## config.mk

```make
export PLATFORM = sky130hd
export DESIGN_NAME = pfcmp_unit
export DESIGN_NICKNAME = d
export VERILOG_FILES = /design/src/rtl/pfcmp_pkg.sv /design/src/rtl/pfcmp_lane_cmp.sv /design/src/rtl/pfcmp_lane_sel.sv /design/src/rtl/pfcmp_unit.sv
export SDC_FILE = /design/constraint.sdc
export NUM_CORES = 1
export LEC_CHECK = 0
export ABC_AREA = 1
export BUFFER_PORTS_ARGS = -buffer_cell sky130_fd_sc_hd__clkbuf_2
export CORE_MARGIN = 2
export CORE_UTILIZATION = 44
export DETAILED_ROUTE_END_ITERATION = 10
export GPL_TIMING_DRIVEN = 0
export PLACE_DENSITY_LB_ADDON = 0.15
export SLEW_MARGIN = 20
export SYNTH_ARGS = -nofsm -noshare
export SYNTH_HDL_FRONTEND = slang
export SYNTH_HIERARCHICAL = 1
export SYNTH_SLANG_ARGS = --single-unit
```

## constraint.sdc

```tcl
create_clock -name clk -period 1.4 [get_ports clk]
set_input_delay 0.14 -clock clk [delete_from_list [all_inputs] [get_ports clk]]
set_output_delay 0.14 -clock clk [all_outputs]
set_load 0.005 [all_outputs]
```

## src/rtl/pfcmp_pkg.sv

```systemverilog
package pfcmp_pkg;

   typedef enum logic [2:0] {
      OP_EQ  = 3'd0,
      OP_GT  = 3'd1,
      OP_GE  = 3'd2,
      OP_MIN = 3'd3,
      OP_MAX = 3'd4
   } pf_op_e;

   function automatic logic op_is_cmp(input logic [2:0] op);
      return (op == OP_EQ) || (op == OP_GT) || (op == OP_GE);
   endfunction

   function automatic logic op_is_sel(input logic [2:0] op);
      return (op == OP_MIN) || (op == OP_MAX);
   endfunction

endpackage

```

## src/rtl/pfcmp_lane_cmp.sv

```systemverilog
module pfcmp_lane_cmp #(
   parameter int EXP_W        = 8,
   parameter int MAN_W        = 23,
   parameter bit FLUSH_DENORM = 1'b1,
   localparam int W           = 1 + EXP_W + MAN_W
) (
   input  logic [W-1:0] a,
   input  logic [W-1:0] b,
   output logic         eq,
   output logic         gt,
   output logic         nan
);

   logic a_zmag, b_zmag;
   logic [W-2:0] a_mag, b_mag;
   logic [W-1:0] a_key, b_key;
   logic a_nan, b_nan;

   // zero-magnitude detection: flush variant ignores the significand
   generate
      if (FLUSH_DENORM) begin : g_flush
         assign a_zmag = (a[W-2:MAN_W] == '0);
         assign b_zmag = (b[W-2:MAN_W] == '0);
      end else begin : g_keep
         assign a_zmag = (a[W-2:0] == '0);
         assign b_zmag = (b[W-2:0] == '0);
      end
   endgenerate

   assign a_mag = a_zmag ? '0 : a[W-2:0];
   assign b_mag = b_zmag ? '0 : b[W-2:0];

   // map sign-magnitude onto an unsigned ordering key; both zeros share one key
   function automatic logic [W-1:0] order_key(input logic s, input logic [W-2:0] m);
      if (m == '0)
         return {1'b1, {(W-1){1'b0}}};
      else if (s)
         return {1'b0, ~m};
      else
         return {1'b1, m};
   endfunction

   assign a_key = order_key(a[W-1], a_mag);
   assign b_key = order_key(b[W-1], b_mag);

   assign a_nan = (&a[W-2:MAN_W]) && (|a[MAN_W-1:0]);
   assign b_nan = (&b[W-2:MAN_W]) && (|b[MAN_W-1:0]);
   assign nan   = a_nan | b_nan;

   assign eq = !nan && (a_key == b_key);
   assign gt = !nan && (a_key >  b_key);

endmodule

```

## src/rtl/pfcmp_lane_sel.sv

```systemverilog
module pfcmp_lane_sel
   import pfcmp_pkg::*;
#(
   parameter int W = 32
) (
   input  logic [2:0]   op,
   input  logic [W-1:0] a,
   input  logic [W-1:0] b,
   input  logic         eq,
   input  logic         gt,
   input  logic         nan,
   output logic [W-1:0] res
);

   logic a_lt;
   assign a_lt = !nan && !gt && !eq;

   always_comb begin
      case (op)
         OP_EQ:   res = {W{eq}};
         OP_GT:   res = {W{gt}};
         OP_GE:   res = {W{eq | gt}};
         OP_MIN:  res = a_lt ? a : b;
         OP_MAX:  res = (!nan && gt) ? a : b;
         default: res = '0;
      endcase
   end

endmodule

```

## src/rtl/pfcmp_unit.sv

```systemverilog
module pfcmp_unit
   import pfcmp_pkg::*;
#(
   parameter int LANES        = 2,
   parameter int EXP_W        = 8,
   parameter int MAN_W        = 23,
   parameter bit FLUSH_DENORM = 1'b1,
   localparam int LANE_W      = 1 + EXP_W + MAN_W,
   localparam int DATA_W      = LANES * LANE_W
) (
   input  logic              clk,
   input  logic              rst_n,
   input  logic              in_valid,
   input  logic [2:0]        in_op,
   input  logic [DATA_W-1:0] in_a,
   input  logic [DATA_W-1:0] in_b,
   output logic              out_valid,
   output logic [DATA_W-1:0] out_data
);

   // elaboration-time parameter checks
   generate
      if (LANES < 1) begin : g_bad_lanes
         $error("pfcmp_unit: LANES must be at least 1");
      end
      if (EXP_W < 2) begin : g_bad_exp
         $error("pfcmp_unit: EXP_W must be at least 2");
      end
      if (MAN_W < 1) begin : g_bad_man
         $error("pfcmp_unit: MAN_W must be at least 1");
      end
   endgenerate

   logic [LANES-1:0]  c_eq, c_gt, c_nan;
   logic              s1_valid;
   logic [2:0]        s1_op;
   logic [DATA_W-1:0] s1_a, s1_b;
   logic [LANES-1:0]  s1_eq, s1_gt, s1_nan;
   logic [DATA_W-1:0] sel_res;

   generate
      for (genvar i = 0; i < LANES; i++) begin : g_lane
         pfcmp_lane_cmp #(
            .EXP_W(EXP_W), .MAN_W(MAN_W), .FLUSH_DENORM(FLUSH_DENORM)
         ) u_cmp (
            .a  (in_a[i*LANE_W +: LANE_W]),
            .b  (in_b[i*LANE_W +: LANE_W]),
            .eq (c_eq[i]),
            .gt (c_gt[i]),
            .nan(c_nan[i])
         );

         pfcmp_lane_sel #(.W(LANE_W)) u_sel (
            .op (s1_op),
            .a  (s1_a[i*LANE_W +: LANE_W]),
            .b  (s1_b[i*LANE_W +: LANE_W]),
            .eq (s1_eq[i]),
            .gt (s1_gt[i]),
            .nan(s1_nan[i]),
            .res(sel_res[i*LANE_W +: LANE_W])
         );

         // compare lanes are full masks
         p_mask_r3: assert property (@(posedge clk) disable iff (!rst_n)
            (out_valid && op_is_cmp($past(s1_op))) |->
               (out_data[i*LANE_W +: LANE_W] == '0 || out_data[i*LANE_W +: LANE_W] == '1));

         // min/max output is one of the two stored inputs
         p_pick_r7: assert property (@(posedge clk) disable iff (!rst_n)
            (out_valid && op_is_sel($past(s1_op))) |->
               (out_data[i*LANE_W +: LANE_W] == $past(s1_a[i*LANE_W +: LANE_W]) ||
                out_data[i*LANE_W +: LANE_W] == $past(s1_b[i*LANE_W +: LANE_W])));

         // NaN lanes never compare true
         p_nan_false_r8: assert property (@(posedge clk) disable iff (!rst_n)
            (out_valid && $past(s1_nan[i]) && op_is_cmp($past(s1_op))) |->
               (out_data[i*LANE_W +: LANE_W] == '0));

         // zeros of any sign are equal once staged
         p_zero_eq_r5: assert property (@(posedge clk) disable iff (!rst_n)
            (in_valid && in_a[i*LANE_W +: LANE_W-1] == '0 && in_b[i*LANE_W +: LANE_W-1] == '0)
               |=> (s1_eq[i] && !s1_gt[i]));
      end
   endgenerate

   // stage 1: operands, opcode and per-lane compare flags
   always_ff @(posedge clk or negedge rst_n) begin
      if (!rst_n) begin
         s1_valid <= 1'b0;
         s1_op    <= '0;
         s1_a     <= '0;
         s1_b     <= '0;
         s1_eq    <= '0;
         s1_gt    <= '0;
         s1_nan   <= '0;
      end else begin
         s1_valid <= in_valid;
         if (in_valid) begin
            s1_op  <= in_op;
            s1_a   <= in_a;
            s1_b   <= in_b;
            s1_eq  <= c_eq;
            s1_gt  <= c_gt;
            s1_nan <= c_nan;
         end
      end
   end

   // stage 2: selected result
   always_ff @(posedge clk or negedge rst_n) begin
      if (!rst_n) begin
         out_valid <= 1'b0;
         out_data  <= '0;
      end else begin
         out_valid <= s1_valid;
         if (s1_valid)
            out_data <= sel_res;
      end
   end

   // fixed two-cycle latency in both directions
   p_latency_r9: assert property (@(posedge clk) disable iff (!rst_n)
      in_valid |-> ##2 out_valid);

   p_bubble_r9: assert property (@(posedge clk) disable iff (!rst_n)
      !in_valid |-> ##2 !out_valid);

endmodule

```

After elaboration in Yosys (flattened, before gate mapping):

Index checks and enable logic that the tools add are counted.

* flip-flop bits (word level): 203
* input port bits: 134
* output and inout port bits: 65
* word-level logic and storage cells: 82

* $lt $le $gt $ge: 2
* equal/unequal tests: 6
* muxes and demuxes: 18
* bitwise logic cells: 8
* reductions and logical operators: 39

Operators with widths (number)
* 2-to-1 mux 32 bit: 12
* case mux 32 bit (5 select lines): 2
* zero test 31 bit: 4
* 2-to-1 mux 31 bit: 4
* inverter 31 bit: 4
* OR reduction 23 bit: 4
* equality test 32 bit: 2
* greater-than comparator 32 bit: 2
* zero test 8 bit: 4
* AND reduction 8 bit: 4
* logical AND 1 bit: 14
* zero test 1 bit: 8
* equality test 3 x 2 -> 1 bit, second input constant: 2
* bitwise OR 1 bit: 4
* equality test 3 x 1 -> 1 bit, second input constant: 1
* equality test 3 bit, second input constant: 1
* zero test 3 bit: 1

Longest topological paths before layout:

Gate-level depths: netlist of run 1.

* depth after elaboration: 7
* gate-level depth with buffers: 18
* gate-level depth less buffers: 17

Cells and area by module:

The synthesis of run 1 kept the hierarchy.

Modules (own cells, without submodules)
* pfcmp_unit: instances 1, cells an instance 851, area each 7767.4 µm², sequential area each 5079.9 µm²
* pfcmp_lane_cmp: instances 2, cells an instance 309, area each 1873.0 µm², sequential area each 0.0 µm²
* pfcmp_lane_sel: instances 2, cells an instance 268, area each 1432.6 µm², sequential area each 0.0 µm²

Least setup slack after synthesis of run 1:

Ideal clock, no wire load.

* kind: input-to-reg
* start point: input port in_b[28]
* end point: register s1_gt[0]
* library setup time: 0.117 ns
* arrival time: 1.854 ns
* data required time: 1.283 ns
* setup slack: -0.571 ns
* stages on the path: 15
* buffers on the path: 1
* cell sequence: or4_4 nor2_4 inv_2 buf_6 nand2_1 ha_1 a21o_1 nor2_1 nand2_1 nand2_1 nand2_1 nand2_1 a21oi_1 nand2_1 nand2_1

* longest elaborated chain between the ends: 7
* elaborated cells between the ends (all ways): 12
* those cells by class: order compare: 1; mux: 3; bitwise: 2; reduce/logical: 6

Ends and longest elaborated chain
* start: declaration: RTL line pfcmp_unit.sv:16 `input logic [DATA_W-1:0] in_b,`
* parallel branches: the longest is 6 deep, another holds greater-than comparator 32 bit
* logical AND 1 bit *: RTL line pfcmp_lane_cmp.sv:51 `assign gt = !nan && (a_key > b_key);`
* net c_gt[0]: RTL line pfcmp_unit.sv:34 `logic [LANES-1:0] c_eq, c_gt, c_nan;`
* end signal: assignment: RTL line pfcmp_unit.sv:103 `s1_gt <= c_gt;`
* end: declaration: RTL line pfcmp_unit.sv:38 `logic [LANES-1:0] s1_eq, s1_gt, s1_nan;`

Mark *: on every way through the listed nets, which the timed path passes.
A chain may end at the register's enable or synchronous reset.

Final worst setup path of run 1:

* start point: input port in_a[55]
* end point: register s1_gt[1]

* longest elaborated chain between the ends: 7
* elaborated cells between the ends (all ways): 12
* those cells by class: order compare: 1; mux: 3; bitwise: 2; reduce/logical: 6

Ends and longest elaborated chain
* start: declaration: RTL line pfcmp_unit.sv:15 `input logic [DATA_W-1:0] in_a,`
* parallel branches: the longest is 6 deep, another holds greater-than comparator 32 bit
* logical AND 1 bit *: RTL line pfcmp_lane_cmp.sv:51
* net c_gt[1]: RTL line pfcmp_unit.sv:34

Marks and branches as above.

==> results of run 1 <==
[power by group through the flow]
stage,Clock (uW),Combinational (uW),Sequential (uW)
after global placement,0,5240,7150
final,6240,6560,7070
after detailed placement,0,5410,7150
after global routing,6570,7260,7140
after CTS,6300,6270,7060
after floorplan,0,3540,7050
[final cells by class]
cell class	count	area share, %
Timing Repair Buffer	384	15.3
Buffer	117	5.52
Clock inverter	7	0.679
Sequential cell	203	25.6
Multi-Input combinational cell	1577	44.9
Inverter	106	2.09
Tap cell	442	2.78
Clock buffer	31	3.14
[layer usage]
layer / GRT usage (%) / vias up / wire length (um)
met5: 0 / - / 0
met4: 7.05 / 0 / 1100
met1: 39.7 / 7157 / 21800
met3: 3.17 / 88 / 2880
met2: 45.7 / 490 / 22400
li1: - / 7185 / -
[through the flow]
stage               instance area (um2)  hold WS [ns]
floorplan                         14700        -0.156
global placement                  16300         0.320
detailed placement                16300         0.113
CTS                               19500        0.0334
global route                      19900        0.0378
finish                            19900        0.0576
[flip-flops by register name, indices dropped and copies added (netlist names)]
register / flops
out_data: 64
out_valid: 1
s1_a: 64
s1_b: 64
s1_eq: 2
s1_gt: 2
s1_nan: 2
s1_op: 3
s1_valid: 1
[cell usage after synthesis (14+ instances only)]
cell type,instances
sky130_fd_sc_hd__nand2_1,897
sky130_fd_sc_hd__nand4_1,18
sky130_fd_sc_hd__buf_6,47
sky130_fd_sc_hd__buf_2,48
sky130_fd_sc_hd__a21oi_1,30
sky130_fd_sc_hd__dfrtp_1,203
sky130_fd_sc_hd__o211ai_1,64
sky130_fd_sc_hd__nand3b_1,62
sky130_fd_sc_hd__buf_4,14
sky130_fd_sc_hd__nor2_1,140
sky130_fd_sc_hd__xor2_1,62
sky130_fd_sc_hd__xnor2_1,62
sky130_fd_sc_hd__inv_1,94
sky130_fd_sc_hd__nand3_1,136
sky130_fd_sc_hd__ha_1,64
[cell usage in the layout, fill, tap and decap left out, types with 30 or more instances in the layout]
master	instances
sky130_fd_sc_hd__clkbuf_2	192
sky130_fd_sc_hd__buf_6	74
sky130_fd_sc_hd__dfrtp_1	200
sky130_fd_sc_hd__dlygate4sd3_1	132
sky130_fd_sc_hd__xor2_1	62
sky130_fd_sc_hd__inv_1	88
sky130_fd_sc_hd__nand3_2	30
sky130_fd_sc_hd__buf_4	53
sky130_fd_sc_hd__nor2_1	126
sky130_fd_sc_hd__o211ai_1	64
sky130_fd_sc_hd__nand3_1	95
sky130_fd_sc_hd__nand2_1	845
sky130_fd_sc_hd__nand3b_1	62
sky130_fd_sc_hd__xnor2_1	62
sky130_fd_sc_hd__nand2_2	42
sky130_fd_sc_hd__ha_1	41
[repair_timing]
action / in CTS / in global routing
pin swaps: 130 / 60
setup buffers: 34 / 8
hold buffers: 132 / 0
resized for setup: 186 / 69
endpoints found under the hold margin: 178 / 0
gates cloned: 10 / 2
setup endpoints to repair: 67 / 137
[worst max path at each step]
| stage | startpoint | depth (start not counted) | end |
|---|---|---|---|
| floorplan | in_b[57] | 16 | s1_gt[1] |
| global placement | rst_n | 1 | s1_a[57] |
| detailed placement | in_a[24] | 16 | s1_gt[0] |
| CTS | in_a[27] | 16 | s1_gt[0] |
| global route | in_a[27] | 16 | s1_gt[0] |
| finish | in_a[55] | 16 | s1_gt[1] |
[worst register-to-register path, stage by stage (launching register included)]
cell,delay (ns)
sky130_fd_sc_hd__dfrtp_2,0.45
sky130_fd_sc_hd__buf_6,0.14
sky130_fd_sc_hd__inv_6,0.07
sky130_fd_sc_hd__nand2_8,0.06
sky130_fd_sc_hd__nor3_4,0.15
sky130_fd_sc_hd__nor2_4,0.07
sky130_fd_sc_hd__buf_12,0.14
sky130_fd_sc_hd__buf_12,0.15
sky130_fd_sc_hd__buf_12,0.14
sky130_fd_sc_hd__nand3_2,0.05
sky130_fd_sc_hd__nand2_1,0.07
sky130_fd_sc_hd__nand2_1,0.06
[cell families (layout without fill, tap and decap cells)]
| kind of cell | count (synthesis) | in the layout |
|---|---|---|
| AOI/OAI and AO/OA | 108 | 108 |
| xor gates and xnor gates | 124 | 124 |
| adders and majority gates | 64 | 64 |
| buffers and inverters | 225 | 645 |
| DFF | 203 | 203 |
| and+or+nand+nor | 1281 | 1281 |
==> Implementation_results.wiki, run 1 <==
{| class="wikitable"
! Metric !! Value
|-
| Cell Pwr Density || approximately 1000 mW/mm2
|-
| Internal cell power || 13300 uW
|-
| Global Route Usage Sum || 28.0%
|-
| Total of max-cap violations || 0
|-
| Largest net degree at the start of global routing || 89
|-
| Post-synth EDFFs || 0
|-
| Num CTS Buffers || 22
|-
| Slowest Stage Delay on Critical Path || ~0.28 ns
|-
| Post-synthesis mux area share || 0%
|-
| Routability cong. || 0.858
|-
| Cell at the root of the clock tree || sky130_fd_sc_hd__clkbuf_16
|-
| Fill cell count || 2900
|-
| Peak Freq || 497 MHz
|-
| Share of the cycle needed by the critical path after routing || 144%
|-
| Number of clock sinks seen by CTS || around 200
|-
| Vertical die dimension || 185 um
|-
| HP Class || in -> reg
|-
| Dominant cells by area after synthesis || sky130_fd_sc_hd__dfrtp_1 (35%), sky130_fd_sc_hd__nand2_1 (23%), sky130_fd_sc_hd__ha_1 (5.6%), sky130_fd_sc_hd__nand3_1 (4.7%), sky130_fd_sc_hd__xnor2_1 (3.8%)
|-
| Share of flip-flops with an asynchronous set or reset || 100%
|-
| Count of placed standard cells including taps || 2647
|-
| Reported leakage power || 0.0105 uW
|-
| Via density || 5.20
|-
| Transition time at the pin with the least slew margin || 0.452 ns
|-
| Antenna viol nets, final || 0
|-
| Proportion of power drawn by the clock network || 31.4%
|-
| Top Ports || 199
|-
| Worst relative slew slack || 69.9%
|-
| Synth Area in XOR/XNOR || about 7.6%
|-
| Share of total power in combinational logic || around 33%
|-
| Netlist Area Pre-Place || roughly 0.014 mm2
|-
| Via count of the first global-routing pass || 14600
|-
| Final hold violations || 0
|-
| Post-route setup TNS || -9.15 ns
|-
| Data arrival time of the worst path || 2.42 ns
|-
| Share of the yosys chip area belonging to registers || 35.3%
|-
| Final cell count without fillers || about 2900
|-
| Maximum clock insertion buffer count || 3
|-
| Number of distinct library cell variants in the gate-level netlist after synthesis || 30
|-
| Wire length of the first global-routing pass || 76.4 mm
|-
| CP max-delay cell || sky130_fd_sc_hd__ha_4
|-
| Core Util, Final || 61.5%
|-
| Number of nets in the layout || ~2600
|-
| Final setup vio count || 68
|-
| Switching share of total power || 33.1%
|-
| Violations in the final reports || negative setup slack
|-
| Worst reg2reg path depth || 11
|-
| Simple-Gate Fraction of Synth Area || 37.5%
|-
| Final max-slew violation count || 0
|-
| Critical path type || in -> reg
|-
| Worst Hold Path EP || s1_a[27]
|-
| Net switching power figure || 6580 uW
|-
| Final period demand of the worst path || slightly above 2 ns
|-
| Minimum setup slack among reg-to-reg paths || -0.20 ns
|-
| Final setup slack of the worst path || -0.610 ns
|-
| Synthesized-area fraction occupied by ao, oa, aoi and oai cells || 4.98%
|-
| Final Skew || about 0.014 ns
|-
| Maximum net fanout on the critical path || 5
|-
| Syn Nets || 2203
|-
| Destination of the worst register-to-register timing path || out_data[45]
|-
| Unrepaired setup endpoints after global routing || yes
|-
| Total area of sequential cells || 0.00508 mm2
|-
| Final antenna diode count || 0
|-
| Run status || complete, but fails checks
|-
| Area added between synthesis and finish || 38.3%
|-
| Reg power frac || 35.6%
|-
| Reg2reg start || s1_op[0]
|-
| Cell class contributing the biggest share of worst-path delay || simple AND/OR/NAND/NOR gates
|-
| Total of flip-flops plus latches after synthesis || 203
|-
| Area occupied by multi-input gates || 0.00893 mm2
|-
| Clock tree from TritonCTS || done
|-
| Die width || around 180 um
|-
| Worst-Skew Late Latency || between 0.5 and 0.6 ns
|-
| Warning count from the yosys run || 6
|-
| Placement Setup Slack || -1.34 ns
|-
| Cell taking the most area after synthesis || sky130_fd_sc_hd__dfrtp_1
|-
| Post-synthesis instance total || 2005
|-
| Core region area || 0.0324 mm2
|-
| Adder and majority cell fraction of the synthesized area || under 10%
|-
| Data required time of the worst path || around 1.8 ns
|-
| Number of buffer and inverter stages on the critical path || 3
|-
| Capturing element type of the critical path || flop
|-
| HPWL after detailed placement || around 34 mm
|-
| H-tree depth || 1
|-
| Crit-path most repeated cell || sky130_fd_sc_hd__nand2_1
|-
| Initial drt markers || between 1000 and 1500
|-
| DRC violations left || 0
|-
| Critical Path Start Type || input port
|-
| Post-DR wirelength/cell || 16.8 um
|-
| Number of rows in the core area || 66
|-
| Number of detailed-routing iterations run before antenna repair || 5
|-
| Fraction of final layout cells with drive strength greater than 1 || 23.8%
|-
| Total Routed Length || 48.1 mm
|-
| Mean cell area of the mapped netlist || 7.17 um2
|-
| Most instantiated flip-flop cell in the synthesis netlist || sky130_fd_sc_hd__dfrtp_1
|-
| Worst hold start || in_a[27]
|-
| Main combinational cell family by area after synthesis || simple AND/OR/NAND/NOR gates
|-
| Starting Density || 44.4%
|-
| Clock slew at reported path FFs || 0.07 ns
|-
| Fraction of post-synthesis cell area in the top cell type by area || 35.3%
|-
| Number of antenna violations at the first check in global routing || 0
|-
| Die area || 0.0341 mm2
|-
| Hold path depth || 4
|-
| Via count || 14900
|-
| Overall power of the completed layout || 19900 uW
|-
| Overflow after GRT || 0
|-
| Number of input and output port buffers inserted || between 150 and 200
|-
| Sequence of cells on the critical path || buf_8 -> nor4_4 -> nand4_1 -> inv_2 -> buf_6 -> nor2_2 -> ha_4 -> nand2_2 -> nor2_4 -> nand4_1 -> nor2_1 -> nand2_1 -> nand3_1 -> a21oi_2 -> nand2_1 -> nand2_1
|-
| VDD IR max || 947 uV
|}
Note: power is estimated with default switching activity, not from simulation.
==> run 2: changes to the inputs <==
--- a/config.mk
+++ b/config.mk
@@ -5,7 +5,6 @@
 export SDC_FILE = /design/constraint.sdc
 export NUM_CORES = 1
 export LEC_CHECK = 0
-export ABC_AREA = 1
 export BUFFER_PORTS_ARGS = -buffer_cell sky130_fd_sc_hd__clkbuf_2
 export CORE_MARGIN = 2
 export CORE_UTILIZATION = 44
==> Implementation_results.wiki, run 2 <==
{| class="wikitable"
! Metric !! Value
|-
| Worst-Skew Late Latency || 0.53 ns
|-
| Number of distinct library cell variants in the gate-level netlist after synthesis || 38
|-
| Hold Slack || 0.0427 ns
|-
| Leading cell types in the layout, fill and taps excluded || sky130_fd_sc_hd__nand2_1 (283), sky130_fd_sc_hd__clkbuf_2 (204), sky130_fd_sc_hd__dfrtp_1 (199)
|-
| Critical Path Start Type || input port
|-
| Met1 Use GR || 36.8%
|-
| Wire length of the first global-routing pass || 68.6 mm
|-
| DRC violations left || 0
|-
| Num CTS Buffers || 25
|-
| Mean cell area of the mapped netlist || 9.38 um2
|-
| Final max-slew violation count || 0
|-
| Core region area || approximately 0.030 mm2
|-
| Global-route track usage on met3 || 2.97%
|-
| Cell taking the most area after synthesis || sky130_fd_sc_hd__dfrtp_1
|-
| Cell with the most instances after synthesis || sky130_fd_sc_hd__nand2_1
|-
| Largest net degree at the start of global routing || just under 90
|-
| Die width || 179 um
|-
| Final setup vio count || about 70
|-
| Number of rows in the core area || 64
|-
| Final cell count without fillers || 2242
|-
| Clock slew at reported path FFs || 0.06 ns
|-
| Minimum setup slack among reg-to-reg paths || -0.60 ns
|-
| Final Skew || 0.0116 ns
|-
| Count of placed standard cells including taps || between 2000 and 2500
|-
| Number of detailed-routing iterations run before antenna repair || 5
|-
| Data required time of the worst path || ~1.8 ns
|-
| Worst relative slew slack || 58.1%
|-
| Total of flip-flops plus latches after synthesis || 203
|-
| Total Routed Length || roughly 45 mm
|-
| Area added between synthesis and finish || 39.4%
|-
| Overflow after GRT || 0
|-
| Worst hold start || in_b[3]
|-
| Post-synthesis instance total || 1440
|-
| Area occupied by multi-input gates || ~0.0088 mm2
|-
| Top Ports || 199
|-
| Initial drt markers || just under 800
|-
| Share of the yosys chip area belonging to registers || a little under two fifths
|-
| Post-DR wirelength/cell || ~20 um
|-
| Transition time at the pin with the least slew margin || 0.623 ns
|-
| Final period demand of the worst path || about 2.4 ns
|-
| Violations in the final reports || negative setup slack
|-
| HPWL after detailed placement || 30.1 mm
|-
| Share of the cycle needed by the critical path after routing || 170%
|-
| Syn Nets || around 1600
|-
| Die area || around 0.032 mm2
|-
| Clock tree from TritonCTS || done
|-
| Total of max-cap violations || 0
|-
| Reg2reg start || s1_gt[1]
|-
| Share of flip-flops with an asynchronous set or reset || 100%
|-
| HP Class || in -> reg
|-
| Antenna viol nets, final || 0
|-
| Maximum clock insertion buffer count || 3
|-
| Top Registers || out_data x64, s1_a x64, s1_b x64
|-
| Cell Pwr Density || 1150 mW/mm2
|-
| Number of antenna violations at the first check in global routing || 0
|-
| Most common cell after layout, fill and taps aside || sky130_fd_sc_hd__nand2_1
|-
| Critical path launch point || in_a[61]
|-
| Reported leakage power || roughly 0.009 uW
|-
| Fraction of post-synthesis cell area in the top cell type by area || between 30% and 40%
|-
| Data arrival time of the worst path || 2.80 ns
|-
| Unrepaired setup endpoints after global routing || yes
|-
| Routability cong. || between 0.9 and 1
|-
| Post-synth EDFFs || 0
|-
| Total area of sequential cells || 0.00508 mm2
|-
| Number of clock sinks seen by CTS || around 200
|-
| Fraction of final layout cells with drive strength greater than 1 || between 30 and 40%
|-
| Fill cell count || 2587
|-
| Final hold violations || 0
|-
| Via density || 5.62
|-
| Global Route Usage Sum || 27.6%
|-
| Busiest layer in global routing || met2
|-
| Final setup slack of the worst path || -0.987 ns
|-
| Starting Density || 44.4%
|-
| Capturing element type of the critical path || flop
|-
| VDD IR max || 851 uV
|-
| Commonest cells post-synth || sky130_fd_sc_hd__nand2_1 (330), sky130_fd_sc_hd__dfrtp_1 (203), sky130_fd_sc_hd__mux2_2 (201)
|-
| Peak Freq || 419 MHz
|-
| Vertical die dimension || 179 um
|-
| Warning count from the yosys run || 6
|-
| Via count || 12600
|-
| Number of nets in the layout || roughly 2000
|-
| Met2 layer usage reported by global route || a little under half
|-
| Critical path type || in -> reg
|-
| Most instantiated flip-flop cell in the synthesis netlist || sky130_fd_sc_hd__dfrtp_1
|-
| Via count of the first global-routing pass || 12500
|-
| H-tree depth || 1
|-
| Number of input and output port buffers inserted || slightly below 200
|-
| Dominant cells by area after synthesis || sky130_fd_sc_hd__dfrtp_1 (38%), sky130_fd_sc_hd__mux2_2 (17%), sky130_fd_sc_hd__nand2_1 (9.2%), sky130_fd_sc_hd__ha_1 (5.9%), sky130_fd_sc_hd__a21oi_1 (5.6%)
|-
| Maximum net fanout on the critical path || 6
|-
| Cell at the root of the clock tree || sky130_fd_sc_hd__clkbuf_16
|-
| Run status || complete, but fails checks
|-
| Netlist Area Pre-Place || 0.0135 mm2
|-
| Final antenna diode count || 0
|}
-- run 2: cell types whose count changed after synthesis, moves of 68 or more --
| cell | delta |
|---|---|
| sky130_fd_sc_hd__mux2_2 | +201 |
| sky130_fd_sc_hd__nor2_1 | -76 |
| sky130_fd_sc_hd__nand2_1 | -567 |
| sky130_fd_sc_hd__a21oi_1 | +122 |
| sky130_fd_sc_hd__nand3_1 | -128 |
| sky130_fd_sc_hd__inv_1 | -94 |
| sky130_fd_sc_hd__or3_1 | +68 |
-- run 2: where the power goes --
| part | switching (uW) | internal, uW | total [uW] |
|---|---|---|---|
| clock | 2660 | 4360 | 7010 |
| combinational | 3630 | 3640 | 7270 |
| sequential | 663 | 6720 | 7380 |
| total | 6950 | 14700 | 21700 |
-- run 2: cells by family after synthesis --
kind of cell    Yosys count  synth area share (%)
compound gates          188                  7.54
xor+xnor                126                  8.17
mux                     201                  16.8
simple gates            562                  19.0
fa+ha+maj                64                  5.93
buf+inv                  96                  5.03
flops                   203                  37.6
-- run 2: path summary, 6_finish.rpt --
kind	endpoint	depth (start not counted)
min in group asynchronous	out_data[51]	2
setup reg to reg	out_data[54]	7
setup / recovery	s1_gt[1]	13
hold / removal	s1_b[3]	2
hold reg to reg	out_valid	0
max in group asynchronous	s1_b[22]	3
-- run 2: area by class of cell --
class / count / share of cell area [%]
repair buffers: 364 / 14.9
clock buffers: 35 / 3.89
clock inverters: 9 / 0.784
well taps: 396 / 2.63
plain buffers: 94 / 4.29
flip-flops and latches: 203 / 27.0
multi-input cells: 1141 / 46.5
-- run 2: worst max-delay path, stage by stage --
cell and delay, ns:
sky130_fd_sc_hd__buf_2 0.14, sky130_fd_sc_hd__or4_4 0.56, sky130_fd_sc_hd__nor2_4 0.19, sky130_fd_sc_hd__buf_6 0.15, sky130_fd_sc_hd__buf_6 0.12, sky130_fd_sc_hd__nor2_1 0.05, sky130_fd_sc_hd__ha_1 0.32, sky130_fd_sc_hd__nand4_1 0.18
sky130_fd_sc_hd__buf_4 0.15, sky130_fd_sc_hd__a211oi_2 0.04, sky130_fd_sc_hd__o41ai_4 0.33, sky130_fd_sc_hd__a311oi_2 0.15, sky130_fd_sc_hd__mux2_4 0.28
-- run 2: per-stage QoR --
stage | setup TNS [ns] | instance area, um2 | util (%) | setup WS (ns) | total power (uW)
6_report | -37.91 | 18800 | 61.9 | -0.987 | 21700
2_1_floorplan | -27.13 | 13800 | - | -1.06 | 11100
3_5_place_dp | -46.66 | 15400 | 50.5 | -1.59 | 13300
3_3_place_gp | -856.94 | 15300 | 50.3 | -4.46 | 13200
5_1_grt | -40.89 | 18800 | 61.9 | -1.05 | 22800
4_1_cts | -36.64 | 18100 | 59.4 | -0.902 | 21100
-- run 2: repair_timing --
action | in CTS | in global routing
pin swaps | 23 | 50
setup endpoints to repair | 68 | 68
cloned | 3 | 5
hold buffers | 132 | 0
buffers inserted | 12 | 12
gates resized for setup | 109 | 156
hold endpoints to repair | 181 | 0
-- run 2: metal layers --
metal / vias to the layer above / wire, um / share of wire [%]
met3: 94 / 2780 / 6.1
met5: - / 0 / 0
li1: 5772 / - / -
met1: 6232 / 19500 / 43
met2: 494 / 21700 / 48
met4: 0 / 1310 / 2.9
==> run 3: changes to the inputs <==
--- a/config.mk
+++ b/config.mk
@@ -5,7 +5,7 @@
 export SDC_FILE = /design/constraint.sdc
 export NUM_CORES = 1
 export LEC_CHECK = 0
-export BUFFER_PORTS_ARGS = -buffer_cell sky130_fd_sc_hd__clkbuf_2
+export BUFFER_PORTS_ARGS = -buffer_cell sky130_fd_sc_hd__buf_4
 export CORE_MARGIN = 2
 export CORE_UTILIZATION = 44
 export DETAILED_ROUTE_END_ITERATION = 10
==> Implementation_results.wiki, run 3 (synthesized netlist as in run 2, its figures left out) <==
{| class="wikitable"
! Metric !! Value
|-
| Number of detailed-routing iterations run before antenna repair || 5
|-
| Fill cell count || 2458
|-
| Vertical die dimension || 179 um
|-
| Initial drt markers || ~970
|-
| Core region area || slightly above 0.03 mm2
|-
| Busiest layer in global routing || met2
|-
| Overflow after GRT || 0
|-
| Maximum clock insertion buffer count || 3
|-
| Routability cong. || 0.902
|-
| Num CTS Buffers || 25
|-
| Final antenna diode count || 0
|-
| HP Class || in -> async
|-
| Area added between synthesis and finish || 44.5%
|-
| Slowest Stage Delay on Critical Path || 0.57 ns
|-
| Die width || 179 um
|-
| Final hold violations || 0
|-
| Final cell count without fillers || 2259
|-
| Largest net degree at the start of global routing || 73
|-
| Count of placed standard cells including taps || 2036
|-
| Top Registers || out_data x64, s1_a x64, s1_b x64
|-
| Total area of sequential cells || about 0.0051 mm2
|-
| Critical path type || in -> reg
|-
| Run status || complete, but fails checks
|-
| H-tree depth || 1
|-
| Cell at the root of the clock tree || sky130_fd_sc_hd__clkbuf_16
|-
| Antenna viol nets, final || 0
|-
| Cell Pwr Density || 1110 mW/mm2
|-
| Share of the cycle needed by the critical path after routing || 174%
|-
| Post-DR wirelength/cell || 20.7 um
|-
| Via density || 5.63
|-
| Final period demand of the worst path || 2.43 ns
|-
| Global-route track usage on met3 || under 10%
|-
| Critical Path Start Type || input port
|-
| Core Util, Final || between 60% and 70%
|-
| Area occupied by multi-input gates || about 0.0088 mm2
|-
| Met1 Use GR || 37.1%
|-
| Data required time of the worst path || 1.81 ns
|-
| CP max-delay cell || sky130_fd_sc_hd__or4_4
|-
| Clock slew at reported path FFs || 0.06 ns
|-
| Violations in the final reports || negative setup slack
|-
| Via count || 12700
|-
| Placement Setup Slack || -1.61 ns
|-
| Final instance area || between 0.015 and 0.02 mm2
|-
| Die area || between 0.03 and 0.04 mm2
|-
| Number of nets in the layout || 2043
|-
| Post-detailed-placement cell area || 0.0159 mm2
|-
| Fraction of final layout cells with drive strength greater than 1 || 40.0%
|-
| Starting Density || 44.4%
|-
| Global Route Usage Sum || roughly 29%
|-
| Clock tree from TritonCTS || done
|-
| Total Routed Length || approximately 47 mm
|-
| Top Ports || between 150 and 200
|-
| DRC violations left || 0
|-
| Number of input and output port buffers inserted || approximately 200
|-
| Final setup vio count || 68
|-
| Sequence of cells on the critical path || buf_8 -> or4_4 -> nor2_4 -> buf_6 -> buf_6 -> nor2_4 -> ha_4 -> a21oi_2 -> a21boi_1 -> or2_4 -> o41ai_4 -> a311oi_2 -> mux2_4
|-
| Number of rows in the core area || 64
|-
| Number of antenna violations at the first check in global routing || 0
|-
| Maximum net fanout on the critical path || 4
|-
| Number of clock sinks seen by CTS || ~200
|-
| Worst-Skew Late Latency || 0.53 ns
|-
| Via count of the first global-routing pass || 12800
|-
| Hold Slack || 0.137 ns
|-
| HPWL after detailed placement || around 31 mm
|-
| VDD IR max || roughly 1100 uV
|-
| Met2 layer usage reported by global route || approximately 48%
|-
| Worst relative slew slack || 59.5%
|-
| Final max-slew violation count || 0
|-
| Worst reg2reg path depth || 7
|-
| Most common cell after layout, fill and taps aside || sky130_fd_sc_hd__nand2_1
|-
| Unrepaired setup endpoints after global routing || yes
|-
| Wire length of the first global-routing pass || 71.2 mm
|-
| Final Skew || 0.0122 ns
|-
| Leading cell types in the layout, fill and taps excluded || sky130_fd_sc_hd__nand2_1 (275), sky130_fd_sc_hd__buf_4 (220), sky130_fd_sc_hd__dfrtp_1 (200)
|-
| Final setup slack of the worst path || -1.03 ns
|-
| Transition time at the pin with the least slew margin || 0.603 ns
|-
| Peak Freq || just over 400 MHz
|-
| Data arrival time of the worst path || 2.85 ns
|-
| Capturing element type of the critical path || flop
|-
| Total of max-cap violations || 0
|-
| Reported leakage power || 0.00913 uW
|}
run 3: cell types whose count changed in the layout (fill, tap and decap cells not counted), moves of 5 or more:
cell,delta
sky130_fd_sc_hd__clkbuf_2,-200
sky130_fd_sc_hd__buf_4,+193
sky130_fd_sc_hd__buf_6,+19
sky130_fd_sc_hd__nand2_1,-8
sky130_fd_sc_hd__buf_8,+7
sky130_fd_sc_hd__nand2_2,+6
sky130_fd_sc_hd__clkbuf_4,-5
sky130_fd_sc_hd__clkinv_2,+5
run 3: layout make-up:
cell class / instances / share of cell area (%)
sequential: 203 / 26.1
tap: 396 / 2.54
clock buffer: 31 / 3.48
timing repair buffer: 380 / 17.7
clock inverter: 14 / 0.545
buffer: 94 / 4.69
multi-input combinational: 1141 / 45.0
run 3: metrics by stage:
step | TNS (ns) | power (uW)
floorplan | -27.13 | 11100
global placement | -314.96 | 13500
detailed placement | -46.96 | 13700
CTS | -37.00 | 21200
global route | -39.78 | 22700
finish | -37.36 | 21600
run 3: worst paths after layout:
path	start	to	slack, ns
max reg2reg	s1_gt[0]	out_data[5]	-0.62
min in group clk	in_a[22]	s1_nan[0]	0.27
min	rst_n	out_data[51]	0.14
min reg2reg	s1_valid	out_valid	0.40
max in group asynchronous	rst_n	out_data[14]	0.50
max	in_a[25]	s1_gt[0]	-1.03
run 3: power by group:
part | switching [uW] | internal, uW
Sequential | 674 | 6720
Combinational | 3770 | 4210
Clock | 2630 | 3610
run 3: repair_timing:
item | CTS | global route
hold endpoints to repair | 194 | 0
setup endpoints to repair | 68 | 68
cloned | 8 | 2
pin swaps | 28 | 59
hold buffers | 133 | 0
resized for setup | 175 | 153
setup buffers | 26 | 15
run 3: critical path: cells and delay by family:
| family | cells | cell delay, ns |
|---|---|---|
| AO/OA/AOI/OAI | 4 | 0.76 |
| adder cells (fa/ha/maj) | 1 | 0.26 |
| buffers and inverters | 3 | 0.35 |
| multiplexers | 1 | 0.28 |
| AND/OR/NAND/NOR | 4 | 1.06 |
run 3: metal layers:
metal / share of wire, % / wire, um / vias to the layer above
li1: - / - / 5802
met1: 42 / 19700 / 6296
met2: 48 / 22400 / 502
met3: 6.3 / 2960 / 116
met4: 3.6 / 1690 / 0
met5: 0 / 0 / -
